--- src/rtl/pcd_pkg.sv ---
`timescale 1ns/1ps
package pcd_pkg;
    typedef enum logic [1:0] {
        ST_QUIET   = 2'd0,
        ST_CHANGED = 2'd1,
        ST_RDWAIT  = 2'd2
    } pcd_state_e;
endpackage

--- src/rtl/pcd_compare.sv ---
`timescale 1ns/1ps
module pcd_compare #(
    parameter int PORT_W   = 8,
    parameter int WATCH_LO = 4,
    localparam int WATCH_W = PORT_W - WATCH_LO
) (
    input  logic               clk,
    input  logic               rst_n,
    input  logic               port_rd,
    input  logic [PORT_W-1:0]  pin_in,
    output logic [WATCH_W-1:0] ref_q,
    output logic               mismatch
);
    logic [WATCH_W-1:0] diff_bits;

    for (genvar i = 0; i < WATCH_W; i++) begin : g_bit
        // reference flop for one watched pin
        always_ff @(posedge clk or negedge rst_n) begin
            if (!rst_n)
                ref_q[i] <= 1'b0;
            else if (port_rd)
                ref_q[i] <= pin_in[WATCH_LO + i];
        end
        assign diff_bits[i] = pin_in[WATCH_LO + i] ^ ref_q[i];
    end

    assign mismatch = |diff_bits;
endmodule

--- src/rtl/pcd_seq.sv ---
`timescale 1ns/1ps
module pcd_seq
    import pcd_pkg::*;
(
    input  logic       clk,
    input  logic       rst_n,
    input  logic       mismatch,
    input  logic       port_rd,
    input  logic       icyc,
    input  logic       flag_clr,
    output pcd_state_e state,
    output logic       cond_active,
    output logic       flag
);
    pcd_state_e state_nx;

    // state register
    always_ff @(posedge clk or negedge rst_n) begin
        if (!rst_n)
            state <= ST_QUIET;
        else
            state <= state_nx;
    end

    // transitions
    always_comb begin
        state_nx = state;
        unique case (state)
            ST_QUIET: begin
                if (mismatch)
                    state_nx = ST_CHANGED;
            end
            ST_CHANGED: begin
                if (port_rd)
                    state_nx = ST_RDWAIT;
            end
            ST_RDWAIT: begin
                if (icyc)
                    state_nx = mismatch ? ST_CHANGED : ST_QUIET;
            end
            default: state_nx = ST_QUIET;
        endcase
    end

    assign cond_active = (state != ST_QUIET);

    // flag output register: set beats clear
    always_ff @(posedge clk or negedge rst_n) begin
        if (!rst_n)
            flag <= 1'b0;
        else if (cond_active || mismatch)
            flag <= 1'b1;
        else if (flag_clr)
            flag <= 1'b0;
    end
endmodule

--- src/rtl/pcd_enable.sv ---
`timescale 1ns/1ps
module pcd_enable (
    input  logic clk,
    input  logic rst_n,
    input  logic en_wr,
    input  logic en_din,
    output logic en_q
);
    always_ff @(posedge clk or negedge rst_n) begin
        if (!rst_n)
            en_q <= 1'b0;
        else if (en_wr)
            en_q <= en_din;
    end
endmodule

--- src/rtl/pcd_top.sv ---
`timescale 1ns/1ps
module pcd_top
    import pcd_pkg::*;
#(
    parameter int PORT_W   = 8,
    parameter int WATCH_LO = 4
) (
    input  logic              clk,
    input  logic              rst_n,
    input  logic              icyc,
    input  logic              port_rd,
    input  logic [PORT_W-1:0] pin_in,
    input  logic              flag_clr,
    input  logic              en_wr,
    input  logic              en_din,
    output logic              flag,
    output logic              irq,
    output logic              en_bit
);
    localparam int WATCH_W = PORT_W - WATCH_LO;

    logic [WATCH_W-1:0] ref_q;
    logic               mismatch;
    logic               cond_active;
    pcd_state_e         state;

    pcd_compare #(.PORT_W(PORT_W), .WATCH_LO(WATCH_LO)) u_cmp (
        .clk(clk), .rst_n(rst_n), .port_rd(port_rd), .pin_in(pin_in),
        .ref_q(ref_q), .mismatch(mismatch)
    );

    pcd_seq u_seq (
        .clk(clk), .rst_n(rst_n), .mismatch(mismatch), .port_rd(port_rd),
        .icyc(icyc), .flag_clr(flag_clr), .state(state),
        .cond_active(cond_active), .flag(flag)
    );

    pcd_enable u_en (
        .clk(clk), .rst_n(rst_n), .en_wr(en_wr), .en_din(en_din), .en_q(en_bit)
    );

    assign irq = flag & en_bit;
endmodule

--- config.mk ---
export PLATFORM = sky130hd
export DESIGN_NAME = pcd_top
export DESIGN_NICKNAME = d
export VERILOG_FILES = /design/src/rtl/pcd_pkg.sv /design/src/rtl/pcd_compare.sv /design/src/rtl/pcd_seq.sv /design/src/rtl/pcd_enable.sv /design/src/rtl/pcd_top.sv
export SDC_FILE = /design/constraint.sdc
export NUM_CORES = 1
export LEC_CHECK = 0
export CAP_MARGIN = 20
export CORE_AREA = 5 5 42 44
export CTS_CLUSTER_DIAMETER = 120
export DETAILED_ROUTE_END_ITERATION = 7
export DIE_AREA = 0 0 47 49
export DONT_BUFFER_PORTS = 1
export HOLD_SLACK_MARGIN = 0.1
export PLACE_DENSITY_LB_ADDON = 0.3
export SKIP_LAST_GASP = 1
export SYNTH_ARGS = -nofsm -noshare
export SYNTH_HDL_FRONTEND = slang
export SYNTH_SLANG_ARGS = --single-unit
--- constraint.sdc ---
create_clock -name clk -period 1.1 [get_ports clk]
set_clock_uncertainty 0.05 [all_clocks]
set_input_delay 0 -clock clk [delete_from_list [all_inputs] [get_ports clk]]
set_output_delay 0 -clock clk [all_outputs]
set_load 0.02 [all_outputs]
# Yosys cells after proc, flatten, opt, wreduce, memory -nomap -nowiden
# Index checks and enable logic that the tools add are counted.
[word_totals]
ff_bits = 8
input_bits = 15
word_cells = 30
[classes]
eq_ne = 5
mux = 7
bitwise_logic = 5
reduce_logical = 6
[op_table]
columns = ["op", "count"]
rows = [
  ["2-bit two-way mux", 3],
  ["2-bit case mux with 3 select lines", 1],
  ["2-bit inequality test, second input constant", 2],
  ["2-bit nonzero test", 2],
  ["4-bit OR reduction", 1],
  ["1-bit XOR", 4],
  ["1-bit two-way mux", 3],
  ["3-bit AND reduction", 1],
  ["2-bit by 1-bit == test with 1-bit output, second input constant", 1],
  ["2-bit == test, second input constant", 1],
  ["2-bit logical NOT", 1],
  ["2-bit by 1-bit inequality test with 1-bit output, second input constant", 1],
  ["1-bit bitwise AND", 1],
  ["1-bit logical OR", 1],
]

# Depth between registers and ports, before layout
[logic_depth]
ltp_word = 5
mapped_depth = 3

# By module
# Synthesis repeated with hierarchy kept, for this count alone.
[hier_totals]
hier_cells = 28
area_unflattened_um2 = 370.4
[by_module_without_submodules]
columns = ["module", "n_inst", "cells_each", "area_per_inst_um2", "seq_area_each_um2"]
rows = [
  ["pcd_compare", 1, 13, 186.4, 100.1],
  ["pcd_seq", 1, 12, 137.6, 75.1],
  ["pcd_enable", 1, 2, 40.0, 25.0],
  ["pcd_top", 1, 1, 6.3, 0.0],
]

# Least setup slack after synthesis
# Ideal clock, no wire load.
[synth_timing]
path_kind = "register to register"
startpoint = "register u_cmp.ref_q[1]"
endpoint = "register u_seq.state[0]"
setup_time_ns = 0.131
arrival_ns = 0.918
t_required_ns = 0.919
setup_slack_ns = 0.001
stages_incl_launch_ff = 4
synth_period_minus_slack_ns = 1.099
path_cell_list = "dfrtp_1 xor2_1 nor4_2 o32ai_1"
[synth_between]
elab_chain_cells = 5
[synth_rtl]
columns = ["element", "line", "text"]
rows = [
  ["start: declaration", "pcd_compare.sv:11", "output logic [WATCH_W-1:0] ref_q,"],
  ["start signal: indexed assignment", "pcd_compare.sv:22", "ref_q[i] <= pin_in[WATCH_LO + i];"],
  ["1-bit XOR *", "pcd_compare.sv:24", "assign diff_bits[i] = pin_in[WATCH_LO + i] ^ ref_q[i];"],
  ["4-bit OR reduction *", "pcd_compare.sv:27", "assign mismatch = |diff_bits;"],
  ["1-bit two-way mux", "pcd_seq.sv:39", "state_nx = mismatch ? ST_CHANGED : ST_QUIET;"],
  ["2-bit two-way mux", "pcd_seq.sv:38", "if (icyc)"],
  ["2-bit case mux with 3 select lines", "pcd_seq.sv:28", "unique case (state)"],
  ["end signal: assignment", "pcd_seq.sv:22", "state <= state_nx;"],
  ["end: declaration", "pcd_seq.sv:11", "output pcd_state_e state,"],
]
# Every way passes the cells marked *; elsewhere a longest branch is shown, timed or not. The select of a mux whose other input is x is not followed.
# A chain may end at the register's enable or synchronous reset.

# Worst setup path after layout
[layout_timing]
startpoint = "register u_cmp.ref_q[2]"
endpoint = "register u_seq.state[0]"
# The elaborated chain is that of the path after synthesis.

==> flow_metrics.tcl <==
set metrics [dict create \
    status "finished, violations left" \
    violations "hold timing, setup timing" \
    fillerInstances 149 \
    fin_nets 62 \
    synth_top_area_share_pct 55.2 \
    irDropWorstVdd_mv 0.571 \
    leakage_nw 0.233 \
    p_per_area_nw_per_um2 1470 \
    cts_tree "built" \
    crit_path_max_incr_delay_ns 0.38 \
    cts-root-buf "clkbuf_4" \
    fmax_mhz 889 \
    cts-htree-levels 1 \
    holdWs_ns -0.201 \
    syn_inst 28 \
    yosysSeqAreaShare_pct 55.2 \
    grt_max_degree 9 \
    yosys_warnings 0 \
    drcViolationCount 0 \
    grt_use_total_pct 7.10 \
    start_kind "flip-flop" \
    p_int_mw 0.582 \
    yosys_register_bits 8 \
    grt_pass1_wl_mm 1.10 \
    vias_per_cell 4.51 \
    initial_core_util_pct 25.9 \
    gp_congestion 0.674 \
    grt-ovfl-total 0 \
    crit_chain "xor2_1 -> nor4_2 -> o32ai_1" \
    wl_um 655 \
    min_period_ns 1.13 \
    p_comb_share_pct 23.3 \
    relSlewSlack_pct 76.2 \
    pre_cts_slack_ns -0.0654 \
    areaGrowthSynthToFinish_pct 49.0 \
    ant_nets 0 \
    critPathMaxFanout 2 \
    first_global_vias 290 \
    tightest_slew_ns 0.356 \
    path_delay_family "flip-flops" \
    power.share.clock_pct 27.5 \
    hold_class "in -> reg" \
    insertion_delay_ns 0.25 \
    num_antenna_cells 0 \
    clkSinkCount 8 \
    ios 18 \
    max_cap_violations 0 \
    first_pass_iters 2 \
    post-route-period-util_pct 102 \
    fin_cells 61 \
    seqPwrFrac_pct 49.2 \
    die_y_um 49 \
    p_sw_share_pct 26.7 \
    rsz0062_at_grt "true" \
    crit_type "reg -> reg" \
    yosysUniqueCellTypes 13 \
    worst-path-buf-inv 0 \
    dp.cells 46 \
    synthTopCellsByArea "dfrtp_1 55%, mux2_1 12%, xor2_1 9.7%, nor4_2 3.4%, inv_1 3.1%" \
    slew_violations 0 \
    syn-cell-area_sq_um 363 \
    antenna_found_initial 0 \
    dr_total_vias 275 \
    cts.clk_slew.worst_paths_ns 0.05 \
    coreArea_sq_um 1400 \
    cts_buffer_depth 2 \
    die_area_sq_um 2300 \
    drive_above_1_share_pct 20.0 \
    mostFrequentLayoutCells "11 x dlygate4sd3_1, 8 x dfrtp_1, 4 x xor2_1, 4 x mux2_1" \
    crit_required_ns 1.18 \
    port_buffers 0 \
    p_total_mw 0.794 \
    postLayoutSetupSlackWorst_ns -0.0252 \
    drt-initial-drc-count 3 \
    hold_violations 5 \
    hpwl_um 505 \
    num_rows 14 \
    synth_nets 43 \
    cp.arrival_ns 1.21 \
    synth_top_cell_by_area "dfrtp_1" \
    slowest_stage "dfrtp_1" \
    setup-violations-final 2 \
    syn_avg_cell_area_sq_um 13.0 \
    die_w_um 47 \
    switchingPower_mw 0.212 \
    cts_made_buffers 3 \
    detail_route.wl_per_cell_um 10.7 \
    end_kind "flip-flop" \
    final_common_cell "dlygate4sd3_1" \
]
sequential cells by signal, indices dropped and copies added (netlist names):
name and cells:
u_seq.state 2, u_seq.flag 1, u_cmp.ref_q 4, u_en.en_q 1
routing by layer:
layer  track usage, %  vias to the layer above  share of wire (%)
met5                0                        -                  0
met4             8.29                        0                5.5
met3             2.95                        5                 12
met2             9.95                       13                 43
met1             6.77                      127                 39
li1                 -                      130                  -
metrics by stage:
step | utilization (%) | setup TNS, ns | instance area, sq um
after floorplan | - | 0 | 363
after global placement | 28.4 | -0.0280 | 398
after detailed placement | 28.4 | -0.0996 | 398
after CTS | 37.1 | -0.0663 | 520
after global routing | 38.6 | -0.182 | 541
final | 38.6 | -0.0337 | 541
final cells by class:
type	count	area [sq um]	share of cell area [%]
Sequential cell	8	200	37.0
Timing Repair Buffer	14	133	24.5
Inverter	3	11.3	2.08
Tap cell	16	20.0	3.70
Clock buffer	3	22.5	4.17
Multi-Input combinational cell	17	154	28.5
power by group through the flow:
stage | Combinational (mW) | Sequential, mW | Clock, mW
CTS | 0.179 | 0.391 | 0.229
finish | 0.185 | 0.391 | 0.218
detailed placement | 0.142 | 0.396 | 0
global route | 0.204 | 0.400 | 0.252
floorplan | 0.114 | 0.394 | 0
global placement | 0.143 | 0.392 | 0
synth_stat cells, drive strengths merged:
| cell type | count |
|---|---|
| nor2b | 1 |
| a211oi | 1 |
| o2bb2ai | 1 |
| and2 | 1 |
| xor2 | 4 |
| nand2b | 1 |
| inv | 3 |
| o32ai | 1 |
| mux2 | 5 |
| nand2 | 1 |
| nor4 | 1 |
| dfrtp | 8 |
cells by family after synthesis:
family          count (synthesis)  share of synthesized area [%]
buf+inv                         3                           3.10
xor+xnor                        4                           9.65
compound gates                  3                           6.90
flops                           8                           55.2
mux                             5                           15.5
simple gates                    5                           9.66
worst paths after layout:
path                            cells past startpoint             end            from  slack (ns)
min in group asynchronous                           2  u_seq.state[0]           rst_n        0.58
worst min register to register                      2      u_seq.flag  u_seq.state[1]        0.44
max in group asynchronous                           2  u_cmp.ref_q[3]           rst_n        0.16
worst max register to register                      3  u_seq.state[0]  u_cmp.ref_q[2]       -0.03
worst max-delay path                                3  u_seq.state[0]  u_cmp.ref_q[2]       -0.03
worst min-delay path                                1  u_seq.state[0]         port_rd       -0.20
timing repair:
action | CTS | global route
setup endpoints to repair | 2 | 3
buffers inserted | 0 | 1
pin swaps | 4 | 2
hold buffers | 10 | 1
resized for setup | 0 | 2
endpoints found under the hold margin | 16 | 6
No activity file was read; power rests on OpenSTA's default activity.
